$ cat src/rtl/i2c_lane_pkg.sv
package i2c_lane_pkg;
  localparam int WORD_W = 32;
  localparam int LANES  = WORD_W / 8;
  localparam int LANE_W = $clog2(LANES);

  // byte held in a given lane of a word
  function automatic logic [7:0] lane_byte(input logic [WORD_W-1:0] w,
                                           input logic [LANE_W-1:0] idx);
    return w[idx*8 +: 8];
  endfunction

  // a word is finished at the top lane or on the transfer's final byte
  function automatic logic word_done(input logic [LANE_W-1:0] lane,
                                     input logic final_byte);
    return (lane == LANE_W'(LANES-1)) || final_byte;
  endfunction
endpackage

$ cat src/rtl/i2c_word_fifo.sv
module i2c_word_fifo #(
  parameter int W     = 32,
  parameter int DEPTH = 4
) (
  input  logic         clk,
  input  logic         rst_n,
  input  logic         flush,
  input  logic         push,
  input  logic [W-1:0] din,
  input  logic         pop,
  output logic [W-1:0] dout,
  output logic         full,
  output logic         empty
);
  localparam int AW = (DEPTH > 1) ? $clog2(DEPTH) : 1;
  localparam int CW = $clog2(DEPTH + 1);

  logic [W-1:0]  mem [DEPTH];
  logic [AW-1:0] wp, rp;
  logic [CW-1:0] cnt;
  logic          do_push, do_pop;

  assign full    = (cnt == CW'(DEPTH));
  assign empty   = (cnt == '0);
  assign do_push = push && !full;
  assign do_pop  = pop && !empty;
  assign dout    = mem[rp];

  function automatic logic [AW-1:0] bump(input logic [AW-1:0] p);
    return (p == AW'(DEPTH-1)) ? '0 : p + 1'b1;
  endfunction

  always_ff @(posedge clk) begin
    if (do_push) mem[wp] <= din;
  end

  always_ff @(posedge clk or negedge rst_n) begin
    if (!rst_n) begin
      wp  <= '0;
      rp  <= '0;
      cnt <= '0;
    end else if (flush) begin
      wp  <= '0;
      rp  <= '0;
      cnt <= '0;
    end else begin
      if (do_push) wp <= bump(wp);
      if (do_pop)  rp <= bump(rp);
      case ({do_push, do_pop})
        2'b10:   cnt <= cnt + 1'b1;
        2'b01:   cnt <= cnt - 1'b1;
        default: cnt <= cnt;
      endcase
    end
  end
endmodule

$ cat src/rtl/i2c_tx_unpacker.sv
module i2c_tx_unpacker
  import i2c_lane_pkg::*;
#(
  parameter int LEN_W = 16
) (
  input  logic              clk,
  input  logic              rst_n,
  input  logic              flush,
  input  logic              start,
  input  logic [LEN_W-1:0]  len,
  input  logic [WORD_W-1:0] head,
  input  logic              head_ok,
  input  logic              take,
  output logic              valid,
  output logic [7:0]        byte_o,
  output logic              fire,
  output logic              pop
);
  logic [LEN_W-1:0]  remain;
  logic [LANE_W-1:0] lane;

  assign valid  = (remain != '0) && head_ok;
  assign byte_o = lane_byte(head, lane);
  assign fire   = valid && take;
  assign pop    = fire && word_done(lane, remain == LEN_W'(1));

  always_ff @(posedge clk or negedge rst_n) begin
    if (!rst_n) begin
      remain <= '0;
      lane   <= '0;
    end else if (flush) begin
      remain <= '0;
      lane   <= '0;
    end else if (start) begin
      remain <= len;
      lane   <= '0;
    end else if (fire) begin
      remain <= remain - 1'b1;
      lane   <= pop ? '0 : lane + 1'b1;
    end
  end
endmodule

$ cat src/rtl/i2c_rx_packer.sv
module i2c_rx_packer
  import i2c_lane_pkg::*;
#(
  parameter int LEN_W = 16
) (
  input  logic              clk,
  input  logic              rst_n,
  input  logic              flush,
  input  logic              start,
  input  logic [LEN_W-1:0]  len,
  input  logic              in_valid,
  input  logic [7:0]        in_byte,
  input  logic              room,
  output logic              ready,
  output logic              fire,
  output logic              push,
  output logic [WORD_W-1:0] word
);
  logic [LEN_W-1:0]  remain;
  logic [LANE_W-1:0] lane;
  logic [WORD_W-1:0] acc;
  logic [WORD_W-1:0] merged;

  assign ready = (remain != '0) && room;
  assign fire  = ready && in_valid;
  assign push  = fire && word_done(lane, remain == LEN_W'(1));
  assign word  = merged;

  // lanes above the current one are still zero in acc
  for (genvar g = 0; g < LANES; g++) begin : g_lane
    assign merged[g*8 +: 8] = (lane == LANE_W'(g)) ? in_byte : acc[g*8 +: 8];
  end

  always_ff @(posedge clk or negedge rst_n) begin
    if (!rst_n) begin
      remain <= '0;
      lane   <= '0;
      acc    <= '0;
    end else if (flush) begin
      remain <= '0;
      lane   <= '0;
      acc    <= '0;
    end else if (start) begin
      remain <= len;
      lane   <= '0;
      acc    <= '0;
    end else if (fire) begin
      remain <= remain - 1'b1;
      lane   <= push ? '0 : lane + 1'b1;
      acc    <= push ? '0 : merged;
    end
  end
endmodule

$ cat src/rtl/i2c_lane_queue.sv
module i2c_lane_queue
  import i2c_lane_pkg::*;
#(
  parameter int TX_DEPTH = 4,
  parameter int RX_DEPTH = 4,
  parameter int LEN_W    = 16
) (
  input  logic             clk,
  input  logic             rst_n,
  input  logic             soft_rst,
  input  logic             tx_wr_en,
  input  logic [31:0]      tx_wdata,
  output logic             tx_full,
  input  logic             tx_start,
  input  logic [LEN_W-1:0] tx_len,
  output logic             eng_tx_valid,
  input  logic             eng_tx_ready,
  output logic [7:0]       eng_tx_byte,
  input  logic             rx_start,
  input  logic [LEN_W-1:0] rx_len,
  input  logic             eng_rx_valid,
  input  logic [7:0]       eng_rx_byte,
  output logic             eng_rx_ready,
  input  logic             rx_rd_en,
  output logic [31:0]      rx_rdata,
  output logic             rx_empty
);
  // named internal events, used by the bound checker
  logic              tx_empty_w, tx_fire, tx_pop;
  logic [WORD_W-1:0] tx_head;
  logic              rx_full_w, rx_fire, rx_push;
  logic [WORD_W-1:0] rx_word, rx_head;

  i2c_word_fifo #(.W(WORD_W), .DEPTH(TX_DEPTH)) u_tx_fifo (
    .clk(clk), .rst_n(rst_n), .flush(soft_rst),
    .push(tx_wr_en), .din(tx_wdata), .pop(tx_pop),
    .dout(tx_head), .full(tx_full), .empty(tx_empty_w)
  );

  i2c_tx_unpacker #(.LEN_W(LEN_W)) u_unpack (
    .clk(clk), .rst_n(rst_n), .flush(soft_rst),
    .start(tx_start), .len(tx_len),
    .head(tx_head), .head_ok(!tx_empty_w), .take(eng_tx_ready),
    .valid(eng_tx_valid), .byte_o(eng_tx_byte), .fire(tx_fire), .pop(tx_pop)
  );

  i2c_rx_packer #(.LEN_W(LEN_W)) u_pack (
    .clk(clk), .rst_n(rst_n), .flush(soft_rst),
    .start(rx_start), .len(rx_len),
    .in_valid(eng_rx_valid), .in_byte(eng_rx_byte), .room(!rx_full_w),
    .ready(eng_rx_ready), .fire(rx_fire), .push(rx_push), .word(rx_word)
  );

  i2c_word_fifo #(.W(WORD_W), .DEPTH(RX_DEPTH)) u_rx_fifo (
    .clk(clk), .rst_n(rst_n), .flush(soft_rst),
    .push(rx_push), .din(rx_word), .pop(rx_rd_en),
    .dout(rx_head), .full(rx_full_w), .empty(rx_empty)
  );

  assign rx_rdata = rx_empty ? '0 : rx_head;
endmodule

$ cat config.mk
export PLATFORM = sky130hd
export DESIGN_NAME = i2c_lane_queue
export DESIGN_NICKNAME = d
export VERILOG_FILES = /design/src/rtl/i2c_lane_pkg.sv /design/src/rtl/i2c_word_fifo.sv /design/src/rtl/i2c_tx_unpacker.sv /design/src/rtl/i2c_rx_packer.sv /design/src/rtl/i2c_lane_queue.sv
export SDC_FILE = /design/constraint.sdc
export NUM_CORES = 1
export LEC_CHECK = 0
export ABC_AREA = 1
export BUFFER_PORTS_ARGS = -buffer_cell sky130_fd_sc_hd__buf_2
export CAP_MARGIN = 20
export CORE_UTILIZATION = 25
export DETAILED_ROUTE_END_ITERATION = 10
export GPL_TIMING_DRIVEN = 0
export SYNTH_ARGS = -nofsm -noshare
export SYNTH_HDL_FRONTEND = slang
export SYNTH_HIERARCHICAL = 1
export SYNTH_SLANG_ARGS = --single-unit
$ cat constraint.sdc
create_clock -name clk -period 4.15 [get_ports clk]
set_input_delay 0.83 -clock clk [delete_from_list [all_inputs] [get_ports clk]]
set_output_delay 0.83 -clock clk [all_outputs]
set_load 0.01 [all_outputs]
-- Word level (Yosys, flattened, before mapping)
Memory sizes are Yosys's and may differ from the RTL's.
Index checks and enable logic that the tools add are counted.
W data, S select, Z words.
- bits in writable memories: 256
- register bits: 82
- memories: 2
- input port bits: 81
- reductions and logical operators: 29
- eq/ne operators: 16
- add/subtract/negate cells: 12
- multiplexer cells: 43
- shifts and indexed selects: 1
- memories (memory ; words ; bits a word ; rd ports ; clocked after Yosys merged registers in ; wr ports ; RTL line ; RTL):
    u_rx_fifo.mem ; 4 ; 32 ; 1 ; 0 ; 1 ; i2c_word_fifo.sv:18 ; logic [W-1:0] mem [DEPTH];
    u_tx_fifo.mem ; 4 ; 32 ; 1 ; 0 ; 1 ; i2c_word_fifo.sv:18 ;
- operators by type and width (cell ; count):
    $mux W32 ; 5
    $mux W16 ; 6
    $mux W2 ; 20
    $eq A16 B1 Y1 const B ; 2
    $mux W8 ; 4
    $reduce_bool A16 Y1 ; 2
    $shiftx A32 B6 Y8 ; 1
    $sub A16 B1 Y16 const B ; 2
    $eq A2 B2 Y1 const B ; 9
    $add A2 B1 Y2 const B ; 6
    $pmux W3 S2 ; 2
    $reduce_bool A3 Y1 ; 4
    $logic_and A1 B1 Y1 ; 10
    $reduce_bool A2 Y1 ; 4
    $add A3 B1 Y3 const B ; 2
    $eq A2 B1 Y1 const B ; 3
    $eq A3 B3 Y1 const B ; 2
    $logic_not A3 Y1 ; 2
    $mux W3 ; 2
    $sub A3 B1 Y3 const B ; 2
    $logic_not A1 Y1 ; 4
    $mux W1 ; 4
    $logic_not A2 Y1 ; 1
    $logic_or A1 B1 Y1 ; 2

-- Depth between registers and ports, before layout
- word-level depth: 9
- depth in mapped cells: 19
- mapped depth without buffers: 19

-- Cells and area by module
The synthesis kept the hierarchy.
- modules (own cells, without submodules) (module ; area each (um2) ; cells each ; times used ; seq. area each (um2)):
    i2c_word_fifo (u_rx_fifo) ; 5271.3 ; 378 ; 1 ; 4018.9
    i2c_word_fifo (u_tx_fifo) ; 5256.3 ; 378 ; 1 ; 4018.9
    i2c_rx_packer ; 3080.5 ; 399 ; 1 ; 1251.2
    i2c_tx_unpacker ; 1606.5 ; 262 ; 1 ; 450.4
    i2c_lane_queue ; 281.5 ; 69 ; 1 ; 0.0

-- Worst setup path after synthesis
No wires, ideal clock.
- path type: flip-flop to flip-flop
- start: register u_pack.remain[0]
- end: memory u_rx_fifo.mem[0][0], enable pin
- library setup time: 0.421 ns
- cell stages (with the launch flop): 12
- arrival time: 2.776 ns
- buffers on the path: 0
- data required time: 3.729 ns
- clock period less this slack: 3.197 ns
- slack: 0.953 ns
- cells stage by stage: dfrtp_1 > inv_1 > ha_1 > nand2_2 > nor2_4 > nand2_2 > nand3_4 > inv_2 > nand2_1 > inv_1 > nand2_2 > nor2_1
- cells in the longest elaborated chain, start to end: 7
- elaborated cells on any way between the ends: 9
- those cells by class: 1 x eq/ne; 2 x mux; 6 x reduce/logical
- ends and longest elaborated chain (item ; RTL line ; RTL):
    start: declaration ; i2c_rx_packer.sv:19 ; logic [LEN_W-1:0] remain;
    start signal: assignment ; i2c_rx_packer.sv:44 ; remain <= len;
    start signal: assignment ; i2c_rx_packer.sv:48 ; remain <= remain - 1'b1;
    $reduce_bool A16 Y1 ; i2c_rx_packer.sv:24 ; assign ready = (remain != '0) && room;
    $logic_and A1 B1 Y1 ; i2c_rx_packer.sv:24 ;
    $logic_and A1 B1 Y1 ; i2c_rx_packer.sv:25 ; assign fire = ready && in_valid;
    $logic_and A1 B1 Y1 (*) ; i2c_rx_packer.sv:26 ; assign push = fire && word_done(lane, remain == LEN_W'(1));
    named net rx_push ; i2c_lane_queue.sv:31 ; logic rx_full_w, rx_fire, rx_push;
    $logic_and A1 B1 Y1 (*) ; i2c_word_fifo.sv:25 ; assign do_push = push && !full;
    $mux W1 (*) ; i2c_word_fifo.sv:34 ; if (do_push) mem[wp] <= din;
    $mux W1 (implied by the code) (*) ; i2c_word_fifo.sv:34 ;
    end: declaration ; i2c_word_fifo.sv:18 ;
The timed path passes the listed nets; every way through them passes the cells marked *.

-- Final worst setup path
- start: register u_tx_fifo.rp[1]
- end: output port eng_tx_byte[0]
- cells in the longest elaborated chain, start to end: 2
- ends and longest elaborated chain (item ; RTL line ; RTL):
    start: declaration ; i2c_word_fifo.sv:19 ; logic [AW-1:0] wp, rp;
    start signal: assignment ; i2c_word_fifo.sv:48 ; if (do_pop) rp <= bump(rp);
    $mem_v2 Z4 W32 ; -- ;
    named net tx_head[16] ; i2c_lane_queue.sv:30 ; logic [WORD_W-1:0] tx_head;
    $shiftx A32 B6 Y8 ; i2c_lane_pkg.sv:9 ; return w[idx*8 +: 8];
    end: declaration ; i2c_lane_queue.sv:18 ; output logic [7:0] eng_tx_byte,
The timed path passes the listed nets, and every way through them passes these cells.

==> results_dict.tcl <==
set metrics [dict create \
    status "completed" \
    track_usage_pct 13.2 \
    tns_ps 0 \
    clk_latency_ps 550 \
    max_freq_mhz 287 \
    gp_congestion 0.808 \
    pwr-share-comb_pct 22.8 \
    maxCapViolations 0 \
    switchingPower_uw 2870 \
    clk_pin_slew_ps 60 \
    cts_resized 0 \
    grt_pass1_vias 11300 \
    ioPinCount 125 \
    drv_slew 0 \
    die_w_um 251 \
    syn_to_final_growth_pct 20.4 \
    cpMostUsedCell "o22ai_1" \
    internal_power_uw 6600 \
    htree_levels 2 \
    viasPerCell 4.60 \
    syn_avg_cell_area_sq_um 10.4 \
    grt_pass1_wl_mm 64.6 \
    synth-seq-cells 338 \
    end_kind "output port" \
    num_rows 90 \
    wl_per_cell_um 16.7 \
    crit_fanout 10 \
    antenna_found_initial 8 \
    dp_slack_ps 1220 \
    cp.buffers_inverters 3 \
    worst_pin_slew_ps 785 \
    vdd_drop_max_v 0.000307 \
    multi_input_area_sq_um 4920 \
    ant_nets 0 \
    die_h_um 251 \
    grt_start_max_net_pins 59 \
    crit_slowest_cell "dfrtp_1" \
    crit_chain "inv_1 -> clkbuf_1 -> o21ai_1 -> o22ai_1 -> o21ai_0 -> o22ai_1 -> buf_2" \
    portBuffers 123 \
    crit_required_ps 3320 \
    layout-drive-gt1-share_pct 18.5 \
    ys_types 38 \
    max_slew_margin_pct 47.5 \
    hold_violations 0 \
    period_minus_slack_ps 3490 \
    dieArea_sq_um 63000 \
    synth_nets 1588 \
    max_stage_delay_ps 470 \
    drc 0 \
    rsz0062_at_grt "no" \
    setup_violations 0 \
    power_density_nw_per_um2 507 \
    dp.final_hpwl_mm 28.4 \
    cts_buffers 38 \
    p_sw_share_pct 30.3 \
    drtIter0Drc 885 \
    netlist_area_sq_um 15500 \
    ys_warn_count 6 \
    critPathTopFamily "buffers and inverters" \
    regArea_sq_um 9740 \
    gr-total-overflow 0 \
    hp-class "input port to async pin" \
    postCtsSetupBuffers 0 \
    setup_slack_ps 664 \
    vias 11400 \
    total_leakage_power_uw 0.00777 \
    finClkSkew_ps 26.3 \
    cts-root-buf "clkbuf_16" \
    coreArea_sq_um 60800 \
    wl_mm 41.3 \
    pwr-share-clk_pct 36.2 \
    cts_tree "yes" \
    final_core_util_pct 30.7 \
    worstSetupStartpointType "flip-flop" \
    nets 1760 \
    start_util_pct 25.5 \
    netlist_instances 1486 \
    crit_type "flip-flop to output port" \
    pwr-share-seq_pct 41.0 \
    clockBufferDepth 3 \
    yosysSeqAreaShare_pct 62.9 \
    clock_sinks 338 \
    cp.arrival_ps 2660 \
    cts_hold_buf 0 \
    dr.pass1.iters 5 \
    fill_cells 6189 \
    layout_worst_path_cycle_share_pct 84.0 \
]
## sequential cells by signal, indices dropped and copies added, names as in the netlist
name / count
u_rx_fifo/mem: 128
u_tx_fifo/mem: 128
u_pack/acc: 32
u_pack/remain: 16
u_unpack/remain: 16
u_rx_fifo/cnt: 3
u_tx_fifo/cnt: 3
u_pack/lane: 2
u_rx_fifo/rp: 2
u_rx_fifo/wp: 2
u_tx_fifo/rp: 2
u_tx_fifo/wp: 2
u_unpack/lane: 2
## cells in the final DEF (no fill, tap or decap), drive strengths merged, types with 4 or more instances in the layout
| cell | n |
|---|---|
| nand3 | 44 |
| edfxtp | 256 |
| bufinv | 4 |
| clkbuf | 84 |
| o21ai | 181 |
| a21oi | 7 |
| inv | 112 |
| nand2 | 297 |
| clkinv | 13 |
| ha | 19 |
| nand4 | 40 |
| xor2 | 8 |
| buf | 175 |
| o22ai | 74 |
| dfrtp | 82 |
| mux2 | 32 |
| nor2 | 247 |
## power by group through the flow
stage	clock, uW	combinational (uW)	sequential (uW)
2_1_floorplan	0	1390	3930
3_3_place_gp	0	2130	3950
3_5_place_dp	0	2180	3950
4_1_cts	3510	2180	3880
5_1_grt	3630	2410	3900
6_report	3430	2160	3880
## worst paths after layout
check	startpoint	endpoint	slack [ps]	cells after the start
setup / recovery	u_tx_fifo/rp[1]	eng_tx_byte[0]	660	7
setup reg to reg	u_pack/remain[0]	u_rx_fifo/mem[2][18]	1200	12
min in group clk	u_pack/acc[7]	u_pack/acc[7]	480	2
hold / removal	rst_n	u_unpack/remain[1]	200	1
hold reg to reg	u_pack/acc[7]	u_pack/acc[7]	480	2
max in group asynchronous	rst_n	u_pack/acc[19]	3280	2
## cell usage after synthesis (all sizes together)
cell    number  area share, %
xnor2        3           0.17
o21ai      181            5.8
xor2         8           0.45
clkbuf      31           0.76
ha          19            1.5
or2          2          0.081
a21o         1          0.048
nor3         2          0.065
o22ai       74            3.0
a21oi        7           0.35
nand2      297            7.5
clkinv       2          0.048
nand3       44            1.6
buf         43            2.3
fa           2           0.26
mux2i        2           0.13
mux2        32            2.3
edfxtp     256             50
nand4       40            1.6
inv        111            2.7
dfrtp       82             13
nor2       247            6.3
## cells by family after synthesis
kind of cell               count (synthesis)  share of synthesized area (%)
adders and majority gates                 21                           1.79
and+or+nand+nor                          632                           17.2
xor gates and xnor gates                  11                          0.622
DFF                                      338                           62.9
AOI/OAI and AO/OA                        263                           9.23
buffers and inverters                    187                           5.81
muxes                                     34                           2.45
## layer usage
layer | vias to the layer above | routed length, um | GRT usage, % | part of all wire, %
li1 | 5460 | - | - | -
met1 | 5455 | 18100 | 17.3 | 44
met2 | 366 | 19000 | 21.3 | 46
met3 | 79 | 3170 | 3.29 | 7.7
met4 | 10 | 1010 | 4.04 | 2.5
met5 | - | 61 | 0 | 0.15
## final cells by class
class | count | share of cell area (%)
Inverter | 113 | 2.29
Clock buffer | 53 | 5.73
Antenna cell | 3 | 0.0402
Tap cell | 782 | 5.24
Clock inverter | 16 | 1.11
Sequential cell | 338 | 52.2
Buffer | 74 | 2.53
Timing Repair Buffer | 132 | 4.52
Multi-Input combinational cell | 961 | 26.4
## stage by stage
stage	instance area, sq um	hold WS (ps)	std cells	total power [uW]
2_1_floorplan	15500	446	1486	5320
3_3_place_gp	17100	458	2391	6080
3_5_place_dp	17400	464	2400	6130
4_1_cts	18700	178	2469	9570
5_1_grt	18700	212	2469	9940
6_report	18700	200	2472	9470
Note: power is estimated with default switching activity, not from simulation.
